===== config.mk =====
export PLATFORM = sky130hd
export DESIGN_NAME = mtimer_latch
export DESIGN_NICKNAME = d
export VERILOG_FILES = /design/src/rtl/mtl_pkg.sv /design/src/rtl/mtl_decode.sv /design/src/rtl/mtl_channel.sv /design/src/rtl/mtimer_latch.sv
export SDC_FILE = /design/constraint.sdc
export NUM_CORES = 2
export LEC_CHECK = 0
export ABC_AREA = 1
export BUFFER_PORTS_ARGS = -buffer_cell sky130_fd_sc_hd__buf_2
export CELL_PAD_IN_SITES_DETAIL_PLACEMENT = 0
export CELL_PAD_IN_SITES_GLOBAL_PLACEMENT = 1
export CORE_MARGIN = 5
export CORE_UTILIZATION = 49
export CTS_BUF_LIST = sky130_fd_sc_hd__clkbuf_4 sky130_fd_sc_hd__clkbuf_8 sky130_fd_sc_hd__clkbuf_16
export DETAILED_ROUTE_END_ITERATION = 10
export GPL_TIMING_DRIVEN = 0
export PLACE_DENSITY = 0.88
export SLEW_MARGIN = 20
export SYNTH_ARGS = -nofsm -noshare
export SYNTH_HDL_FRONTEND = slang
export SYNTH_HIERARCHICAL = 1
export SYNTH_SLANG_ARGS = --single-unit

===== constraint.sdc =====
create_clock -name clk -period 8.4 [get_ports clk]
set_input_delay 1.68 -clock clk [delete_from_list [all_inputs] [get_ports clk]]
set_output_delay 1.68 -clock clk [all_outputs]
set_load 0.02 [all_outputs]

===== src/rtl/mtl_pkg.sv =====
`timescale 1ns/1ps
package mtl_pkg;
  localparam int GLOB_OFS   = 'h00;
  localparam int REV_OFS    = 'h10;
  localparam int WIN_BASE   = 'h20;
  localparam int WIN_STRIDE = 'h20;

  typedef enum logic [2:0] {
    RG_CFG, RG_RELOAD, RG_CUR, RG_OVF, RG_STAT, RG_CLR, RG_MASK, RG_NONE
  } chan_reg_e;

  function automatic chan_reg_e reg_of(input int off);
    case (off)
      'h00:    return RG_CFG;
      'h04:    return RG_RELOAD;
      'h08:    return RG_CUR;
      'h0C:    return RG_OVF;
      'h10:    return RG_STAT;
      'h14:    return RG_CLR;
      'h18:    return RG_MASK;
      default: return RG_NONE;
    endcase
  endfunction
endpackage


===== src/rtl/mtl_decode.sv =====
`timescale 1ns/1ps
module mtl_decode #(
  parameter int ADDR_W = 8,
  parameter int N_CHAN = 4,
  parameter int CW     = 2
) (
  input  logic [ADDR_W-1:0] addr,
  output logic              hit_glob,
  output logic              hit_rev,
  output logic              hit_chan,
  output logic [CW-1:0]     chan_sel,
  output mtl_pkg::chan_reg_e reg_sel
);
  import mtl_pkg::*;

  always_comb begin
    int a;
    a        = int'(addr);
    hit_glob = (a == GLOB_OFS);
    hit_rev  = (a == REV_OFS);
    hit_chan = 1'b0;
    chan_sel = '0;
    reg_sel  = RG_NONE;
    for (int i = 0; i < N_CHAN; i++) begin
      int off;
      off = a - (WIN_BASE + WIN_STRIDE * i);
      if (off >= 0 && off < WIN_STRIDE && reg_of(off) != RG_NONE) begin
        hit_chan = 1'b1;
        chan_sel = CW'(i);
        reg_sel  = reg_of(off);
      end
    end
  end
endmodule


===== src/rtl/mtl_channel.sv =====
`timescale 1ns/1ps
module mtl_channel #(
  parameter int DW = 32
) (
  input  logic          clk,
  input  logic          rst_n,
  input  logic          glob_en,
  input  logic          wr_cfg,
  input  logic          wr_reload,
  input  logic          wr_clr,
  input  logic          wr_mask,
  input  logic [DW-1:0] wdata,
  input  logic          take_snap,
  output logic          cfg_q,
  output logic          mask_q,
  output logic          stat_q,
  output logic [DW-1:0] reload_q,
  output logic [DW-1:0] cnt_q,
  output logic [DW-1:0] ovf_q,
  output logic [DW-1:0] snap_q,
  output logic          irq
);
  logic tick, wrap;

  assign tick = cfg_q & glob_en;
  assign wrap = tick && (cnt_q == '0);
  assign irq  = stat_q & mask_q;

  always_ff @(posedge clk) begin
    if (!rst_n) begin
      cfg_q    <= 1'b0;
      mask_q   <= 1'b0;
      stat_q   <= 1'b0;
      reload_q <= '1;
      cnt_q    <= '0;
      ovf_q    <= '0;
      snap_q   <= '0;
    end else begin
      if (wr_cfg)    cfg_q    <= wdata[0];
      if (wr_mask)   mask_q   <= wdata[0];
      if (wr_reload) reload_q <= wdata;
      if (take_snap) snap_q   <= cnt_q;

      if (!cfg_q)       cnt_q <= reload_q;
      else if (wrap)    cnt_q <= reload_q;
      else if (tick)    cnt_q <= cnt_q - DW'(1);

      if (wrap) ovf_q <= ovf_q + DW'(1);

      if (wrap)                     stat_q <= 1'b1;
      else if (wr_clr && wdata[0])  stat_q <= 1'b0;
    end
  end
endmodule


===== src/rtl/mtimer_latch.sv =====
`timescale 1ns/1ps
module mtimer_latch #(
  parameter int          N_CHAN = 4,
  parameter int          DW     = 32,
  parameter int          ADDR_W = 8,
  parameter logic [31:0] REV_ID = 32'h0001_0003
) (
  input  logic              clk,
  input  logic              rst_n,
  input  logic              bus_wr,
  input  logic              bus_rd,
  input  logic [ADDR_W-1:0] bus_addr,
  input  logic [DW-1:0]     bus_wdata,
  output logic [DW-1:0]     bus_rdata,
  output logic              rd_valid,
  output logic [N_CHAN-1:0] chan_irq,
  output logic              irq_o
);
  import mtl_pkg::*;
  localparam int CW = (N_CHAN > 1) ? $clog2(N_CHAN) : 1;

  logic                         glob_en;
  logic                         hit_glob, hit_rev, hit_chan;
  logic [CW-1:0]                chan_sel;
  chan_reg_e                    reg_sel;
  logic [N_CHAN-1:0]            cfg_vec, mask_vec, stat_vec;
  logic [N_CHAN-1:0][DW-1:0]    reload_arr, cnt_arr, ovf_arr, snap_arr;
  logic [DW-1:0]                rd_mux;

  mtl_decode #(.ADDR_W(ADDR_W), .N_CHAN(N_CHAN), .CW(CW)) u_dec (
    .addr(bus_addr), .hit_glob(hit_glob), .hit_rev(hit_rev),
    .hit_chan(hit_chan), .chan_sel(chan_sel), .reg_sel(reg_sel)
  );

  for (genvar g = 0; g < N_CHAN; g++) begin : g_chan
    logic sel_w, sel_r;
    assign sel_w = bus_wr && hit_chan && (chan_sel == CW'(g));
    assign sel_r = bus_rd && hit_chan && (chan_sel == CW'(g));
    mtl_channel #(.DW(DW)) u_ch (
      .clk(clk), .rst_n(rst_n), .glob_en(glob_en),
      .wr_cfg(sel_w && reg_sel == RG_CFG),
      .wr_reload(sel_w && reg_sel == RG_RELOAD),
      .wr_clr(sel_w && reg_sel == RG_CLR),
      .wr_mask(sel_w && reg_sel == RG_MASK),
      .wdata(bus_wdata),
      .take_snap(sel_r && reg_sel == RG_OVF),
      .cfg_q(cfg_vec[g]), .mask_q(mask_vec[g]), .stat_q(stat_vec[g]),
      .reload_q(reload_arr[g]), .cnt_q(cnt_arr[g]), .ovf_q(ovf_arr[g]),
      .snap_q(snap_arr[g]), .irq(chan_irq[g])
    );
  end

  assign irq_o = |chan_irq;

  always_comb begin
    rd_mux = '0;
    if (hit_glob)     rd_mux = DW'(glob_en);
    else if (hit_rev) rd_mux = DW'(REV_ID);
    else if (hit_chan) begin
      case (reg_sel)
        RG_CFG:    rd_mux = DW'(cfg_vec[chan_sel]);
        RG_RELOAD: rd_mux = reload_arr[chan_sel];
        RG_CUR:    rd_mux = snap_arr[chan_sel];
        RG_OVF:    rd_mux = ovf_arr[chan_sel];
        RG_STAT:   rd_mux = DW'(stat_vec[chan_sel]);
        RG_MASK:   rd_mux = DW'(mask_vec[chan_sel]);
        default:   rd_mux = '0;
      endcase
    end
  end

  always_ff @(posedge clk) begin
    if (!rst_n) begin
      glob_en   <= 1'b0;
      bus_rdata <= '0;
      rd_valid  <= 1'b0;
    end else begin
      if (bus_wr && hit_glob) glob_en <= bus_wdata[0];
      rd_valid <= bus_rd;
      if (bus_rd) bus_rdata <= rd_mux;
    end
  end
endmodule


After elaboration in Yosys (flattened, before gate mapping)
Cells that the tools add are included.
{ "word_totals": {"regBits": 558, "input_bits": 44} }
{ "op_classes": {"n_addsub": 12, "magnitude_cmp": 9, "n_eq_ne": 42, "n_mux": 51, "bitwise_logic": 8, "n_reduce_logical": 63} }
{ "op_table": {"columns": ["cell", "count"], "rows": [
  ["32-bit 2-to-1 mux", 18],
  ["32-bit by 5-bit == test with 1-bit output, second input constant", 12],
  ["32-bit by 4-bit == test with 1-bit output, second input constant", 8],
  ["32-bit zero test", 8],
  ["32-bit binary-select mux with 2-bit select", 3],
  ["32-bit one-hot mux with 6 select lines", 1],
  ["32-bit by 1-bit adder with 32-bit output, second input constant", 4],
  ["32-bit by 3-bit == test with 1-bit output, second input constant", 4],
  ["32-bit by 1-bit greater-or-equal comparator with 1-bit output, second input constant", 4],
  ["32-bit by 7-bit less-than comparator with 1-bit output, second input constant", 4],
  ["32-bit by 1-bit subtractor with 32-bit output, second input constant", 4],
  ["3-bit one-hot mux with 7 select lines", 4],
  ["1-bit logical AND", 47],
  ["3-bit inequality test, second input constant", 8],
  ["8-bit by 7-bit subtractor with 9-bit output, second input constant", 2],
  ["1-bit 2-to-1 mux", 16],
  ["3-bit 2-to-1 mux", 4],
  ["3-bit == test, second input constant", 3],
  ["8-bit by 6-bit subtractor with 9-bit output, second input constant", 1],
  ["8-bit by 8-bit subtractor with 9-bit output, second input constant", 1],
  ["1-bit AND", 8],
  ["8-bit by 6-bit == test with 1-bit output, second input constant", 1],
  ["8-bit zero test", 1],
  ["2-bit nonzero test", 4],
  ["other kinds (10)", 15]
]} }

Longest topological paths before layout
{ "logic_depth": {"word_depth": 15, "depth_mapped": 27, "depth_no_buf": 24} }

Cells and area by module
Netlist, hierarchy kept.
{ "by_module_without_submodules": {"columns": ["mod", "instances", "cells_per_inst", "area_each_um2"], "rows": [
  ["mtl_channel", 4, 1000, 6685.2],
  ["mtimer_latch", 1, 676, 4321.6],
  ["mtl_decode", 1, 153, 848.3]
]} }

Worst setup path after synthesis
Ideal clock, no wire load.
{ "synth_timing": {"path_type": "input -> register", "from": "in bus_addr[7]", "to": "reg g_chan[0].u_ch.snap_q[11]", "setup_time_ps": 132, "arrival_time_ps": 4528, "t_required_ps": 8268, "setup_slack_ps": 3740, "cell_stages": 20, "path_cell_list": "buf_6 > inv_4 > ha_1 > nand2_1 > nand2_2 > nand3_1 > inv_1 > o21ai_1 > nand3_1 > nand2_1 > nand3_1 > nand2_1 > inv_2 > nor3_2 > buf_2 > nand3_1 > nor3_1 > clkbuf_1 > clkbuf_1 > a21oi_1"} }
{ "synth_lines": {"columns": ["item", "line", "text"], "rows": [
  ["start: declaration", "mtimer_latch.sv:12", "input logic [ADDR_W-1:0] bus_addr,"],
  ["parallel branches: the longest is 8 deep, another holds 32-bit by 1-bit greater-or-equal comparator with 1-bit output", null, null],
  ["3-bit 2-to-1 mux *", "mtl_decode.sv:27", "if (off >= 0 && off < WIN_STRIDE && reg_of(off) != RG_NONE) begin"],
  ["named net reg_sel[1]", "mtimer_latch.sv:25", "chan_reg_e reg_sel;"],
  ["3-bit by 2-bit == test with 1-bit output *", "mtimer_latch.sv:46", ".take_snap(sel_r && reg_sel == RG_OVF),"],
  ["1-bit logical AND *", "mtimer_latch.sv:46", null],
  ["end signal: assignment", "mtl_channel.sv:42", "if (take_snap) snap_q <= cnt_q;"],
  ["end: declaration", "mtl_channel.sv:20", "output logic [DW-1:0] snap_q,"]
]} }
Mark *: on every way through the listed nets, which the timed path passes.
A chain may end at the register's enable or synchronous reset.

Worst setup path in the final report
{ "layout_timing": {"from": "in bus_addr[5]", "to": "reg g_chan[1].u_ch.snap_q[13]"} }
{ "layout_lines": {"columns": ["item", "line"], "rows": [
  ["parallel branches: the longest is 8 deep, another holds 32-bit by 1-bit greater-or-equal comparator with 1-bit output", null],
  ["3-bit 2-to-1 mux *", "mtl_decode.sv:27"],
  ["named net reg_sel[1]", "mtimer_latch.sv:25"],
  ["3-bit by 2-bit == test with 1-bit output *", "mtimer_latch.sv:46"],
  ["1-bit logical AND *", "mtimer_latch.sv:46"],
  ["end signal: assignment", "mtl_channel.sv:42"],
  ["end: declaration", "mtl_channel.sv:20"]
]} }
Marked as above.

==> out/results.txt <==
The run finished with clean final reports. Counting cells, the worst reg-to-reg path comes to 9. The region available for standard cell placement spans 64,500 um^2. Cell internal power was estimated by the tool at 4.64 mW. The number of antenna diodes in the final layout is 0. The run gives 5,042 as the post-layout net count.

In the final timing run, aggregate negative setup slack is 0 ns. The tools report the number of antenna violations at the first check in global routing as 3. The setup path with the least slack is of type primary input to flop. The post-detailed-placement cell area is 33,400 um^2. For the maximum clock path buffer count, the log shows 3.

Sorting the synthesized cells by area gives the leading types as sky130_fd_sc_hd__dfxtp_1, sky130_fd_sc_hd__nand2_1, sky130_fd_sc_hd__a21oi_1, sky130_fd_sc_hd__nor2_1, sky130_fd_sc_hd__o21ai_0. Relative max-transition margin: 0.363. The last element of the critical path was g_chan[1].u_ch/snap_q[13]$_SDFFE_PN0P_.

The register clock-pin slew on the reported worst setup and hold paths works out to 0.06 ns. At the pin with the least slew margin, the transition time is 0.946 ns. The logs give 0 for the total of hold buffers inserted after clock tree synthesis and 1.53 mW for the switching power. The tools report the placer congestion estimate as 1.04.

The number of nets in the synthesized netlist is 4,891. The number of placement rows is 93. Global routing finished with a remaining overflow of 0. A synthesized cell averages 6.61 um^2.

The number of setup buffers added after CTS was 0; the maximum number of pins on one net before global-route repair was 24. The commonest cells after synthesis are sky130_fd_sc_hd__nand2_1, sky130_fd_sc_hd__nor2_1, sky130_fd_sc_hd__dfxtp_1, sky130_fd_sc_hd__a21oi_1, sky130_fd_sc_hd__inv_1. The cell taking the most area after synthesis is sky130_fd_sc_hd__dfxtp_1. Critical path depth in cells: 23. Number of max-slew violations in the final report: 0. The analysis attributes to cell leakage a power of 15.8 nW.

The ratio of routed vias to standard cells works out to 5.90. The post-layout minimum cycle time works out to 5.76 ns. The clock reaches the later pin of the worst-skew pair after 0.64 ns. In the final routed layout, each cell accounts on average for 24.2 um. The share of layout cells above drive strength 1 came out at 0.0920. Clock tree synthesis selected as its root buffer the cell sky130_fd_sc_hd__clkbuf_16. The via count of the routed design is 34.7k.

For the global router's overall resource usage, the log shows 0.384. The sequential fraction of design power is 0.443. The worst hold path belongs to the class flop to flop. The worst setup path is captured at a flop. The delay of the slowest cell on the worst path is 0.75 ns, and the post-route standard cell area excluding fillers is 35,800 um^2. The finished layout holds 5,888 standard cells, fillers aside.

Proportion of netlist area held by the largest area contributor: 0.350. The run gives 0.511 as the power share of the clock group. The via count of the first global-routing pass was 31.3k; the die area was 70,300 um^2. Capture point of the worst reg-to-reg path: g_chan[1].u_ch/cnt_q[16]$_SDFFE_PN0P_.

The maximum fanout count along the critical path came out at 10. The H-tree was split into 3 levels. Synthesis produced 4,829 cells. The final cell utilization of the core was 0.555. The floorplan step set the die width to 265 um. Compared with the post-synthesis result, the final layout area differs by 12.1%. The part of the power in combinational logic was 0.046. Launching element type of the critical path: a primary input. For the worst endpoint data arrival time, the log shows 6.24 ns. Port buffering added 81 buffers.

After detailed routing, the total wire length is 142,000 um. Proportion of synthesized flip-flops having asynchronous set or reset: 0. The slowest stage of the critical path belongs to the cell sky130_fd_sc_hd__nor3_1.

The HPWL after detailed placement is 112,000 um. The worst path meets setup with 2.64 ns of slack. Counting flops with a built-in enable in the synthesized netlist gives 0.

The switching share of power works out to 0.248. The most used cell along the critical path is sky130_fd_sc_hd__nand2_1. For this run, the leading register cell type out of synthesis is sky130_fd_sc_hd__dfxtp_1.

The initial cell density of the core came out at 0.495. The signal on the critical path passes through buf_2, inv_2, ha_1, inv_1, nand2_1, nand2_1, nor2_1, ha_1, nand2_1, nor2_1, nand2_1, nand2_1, nand2_1, nand3_1, nand2_1, inv_2, nor3_2, buf_2, nand3_1, nor3_1, clkbuf_1, clkbuf_1, a21oi_1. Clock skew on the completed layout was measured at 0.0281 ns. The worst-case setup slack after placement came out at 2.17 ns. TritonCTS built the clock tree. In this run the remaining antenna-violating nets after routing total 0. The number of I/O pins was 82; the number of buffers added by the clock tree synthesis step was 68.

The number of failing hold endpoints at the final stage was 0. The first global-routing pass estimated 204,000 um of wire. Once placement completed, the tool counted placed cells totaling 5,765.

The most used standard cell by instance count after synthesis was sky130_fd_sc_hd__nand2_1. The cell area power density was 173 nW/um^2; the internal reg-to-reg setup slack was 5.63 ns. The final cycle utilization of the critical path works out to 0.686.

The register area share after synthesis was 0.350. Worst flop-to-flop path startpoint: glob_en$_SDFFE_PN0P_. The total standard cell area after synthesis was 31,900 um^2.

The number of sinks driven by the clock tree is 558. Counting distinct cell types in the post-synthesis netlist gives 55. Launch point of the worst path: bus_addr[5].

The buffers plus inverters on the worst setup path came out at 7. Measured along the y axis, the die boundary spans 265 um. In the routed design, unresolved DRC markers number 0.

The detailed router finished its first iteration with 4,405 violations. The first detailed-routing pass ran for 9 iterations. Based on the critical path, the design can be clocked at up to 174 MHz. The count of endpoints failing setup in the final report is 0. The endpoint required time on the critical path came out at 8.88 ns.

The family with the most delay on the worst path was simple AND/OR/NAND/NOR gates. The peak supply drop was 0.160 mV; the register bit total from synthesis was 558. The tools report the quantity of gates resized following cts as 0. Setup repair after global routing left no endpoint under its margin. The Yosys step of the flow raised 6 warnings. The max-cap violation count is 0.
[cells by family after synthesis]
family / after synthesis / synth area share
adder cells (fa/ha/maj): 18 / 0.00706
XOR/XNOR: 108 / 0.0296
AND/OR/NAND/NOR: 2364 / 0.328
buffers and inverters: 667 / 0.0902
flip-flops: 558 / 0.350
AO/OA/AOI/OAI: 1114 / 0.196
[power by group through the flow]
stage	Combinational, mW	Clock [mW]	Sequential [mW]
final	0.284	3.16	2.73
after global routing	0.304	3.28	2.74
after CTS	0.272	3.17	2.73
after detailed placement	0.270	0	2.79
after global placement	0.269	0	2.79
after floorplan	0.165	0	2.77
[through the flow]
| stage | hold slack (ns) | power [mW] |
|---|---|---|
| after global routing | 0.482 | 6.32 |
| final | 0.463 | 6.17 |
| after detailed placement | 0.455 | 3.06 |
| after CTS | 0.463 | 6.17 |
| after global placement | 0.452 | 3.06 |
| after floorplan | 0.445 | 2.94 |
[worst register-to-register path, delay by kind of cell (launching register included)]
| kind | cells | cell delay (ns) |
|---|---|---|
| compound gates | 1 | 0.14 |
| flops | 1 | 0.84 |
| simple gates | 6 | 1.20 |
| buf+inv | 2 | 0.52 |
[how the worst min path moves through the flow]
stage	to	slack (ns)	start	cells after the start
finish	bus_rdata[24]$_SDFFE_PN0P_	0.46	bus_rdata[24]$_SDFFE_PN0P_	2
global route	bus_rdata[25]$_SDFFE_PN0P_	0.48	bus_rdata[25]$_SDFFE_PN0P_	2
CTS	bus_rdata[26]$_SDFFE_PN0P_	0.46	bus_rdata[26]$_SDFFE_PN0P_	2
detailed placement	bus_rdata[26]$_SDFFE_PN0P_	0.45	bus_rdata[26]$_SDFFE_PN0P_	2
global placement	bus_rdata[12]$_SDFFE_PN0P_	0.45	bus_rdata[12]$_SDFFE_PN0P_	2
floorplan	g_chan[0].u_ch/reload_q[0]$_SDFFE_PN1P_	0.45	g_chan[0].u_ch/reload_q[0]$_SDFFE_PN1P_	2
[layer usage]
| layer | routed length, um | vias to the layer above | global-route usage | part of all wire |
|---|---|---|---|---|
| met3 | 16900 | 296 | 0.105 | 0.12 |
| met2 | 58700 | 1916 | 0.566 | 0.41 |
| li1 | - | 16314 | - | - |
| met5 | 138 | - | 0.0108 | 0.00097 |
| met1 | 59800 | 16197 | 0.535 | 0.42 |
| met4 | 6740 | 6 | 0.150 | 0.047 |
[registers in the layout (all words and copies together) (netlist names)]
signal,flops
bus_rdata,32
g_chan.u_ch/stat_q,4
g_chan.u_ch/cnt_q,128
g_chan.u_ch/cfg_q,4
g_chan.u_ch/ovf_q,128
rd_valid,1
g_chan.u_ch/reload_q,128
g_chan.u_ch/snap_q,128
g_chan.u_ch/mask_q,4
glob_en,1
[final cells by class]
type | instances | area, um^2
multi-input cells | 3604 | 17900
fillers | 6691 | 28700
repair buffers | 81 | 405
inverters | 429 | 1620
clock inverters | 29 | 437
plain buffers | 238 | 1260
clock buffers | 94 | 1950
flip-flops and latches | 558 | 11200
well taps | 855 | 1070
[layout by cell type, fill, tap and decap left out, drive strengths merged, types with 9 or more instances in the layout]
cell type	count
buf	181
nand3	245
nand4	123
dfxtp	558
xnor2	24
a22o	68
nor2	623
a21oi	498
o21bai	9
nand2	1246
nor3	86
a22oi	106
clkinv	16
ha	18
xor2	84
inv	430
o21ai	426
nand3b	21
clkbuf	228
Power figures use the tool's default switching activity.
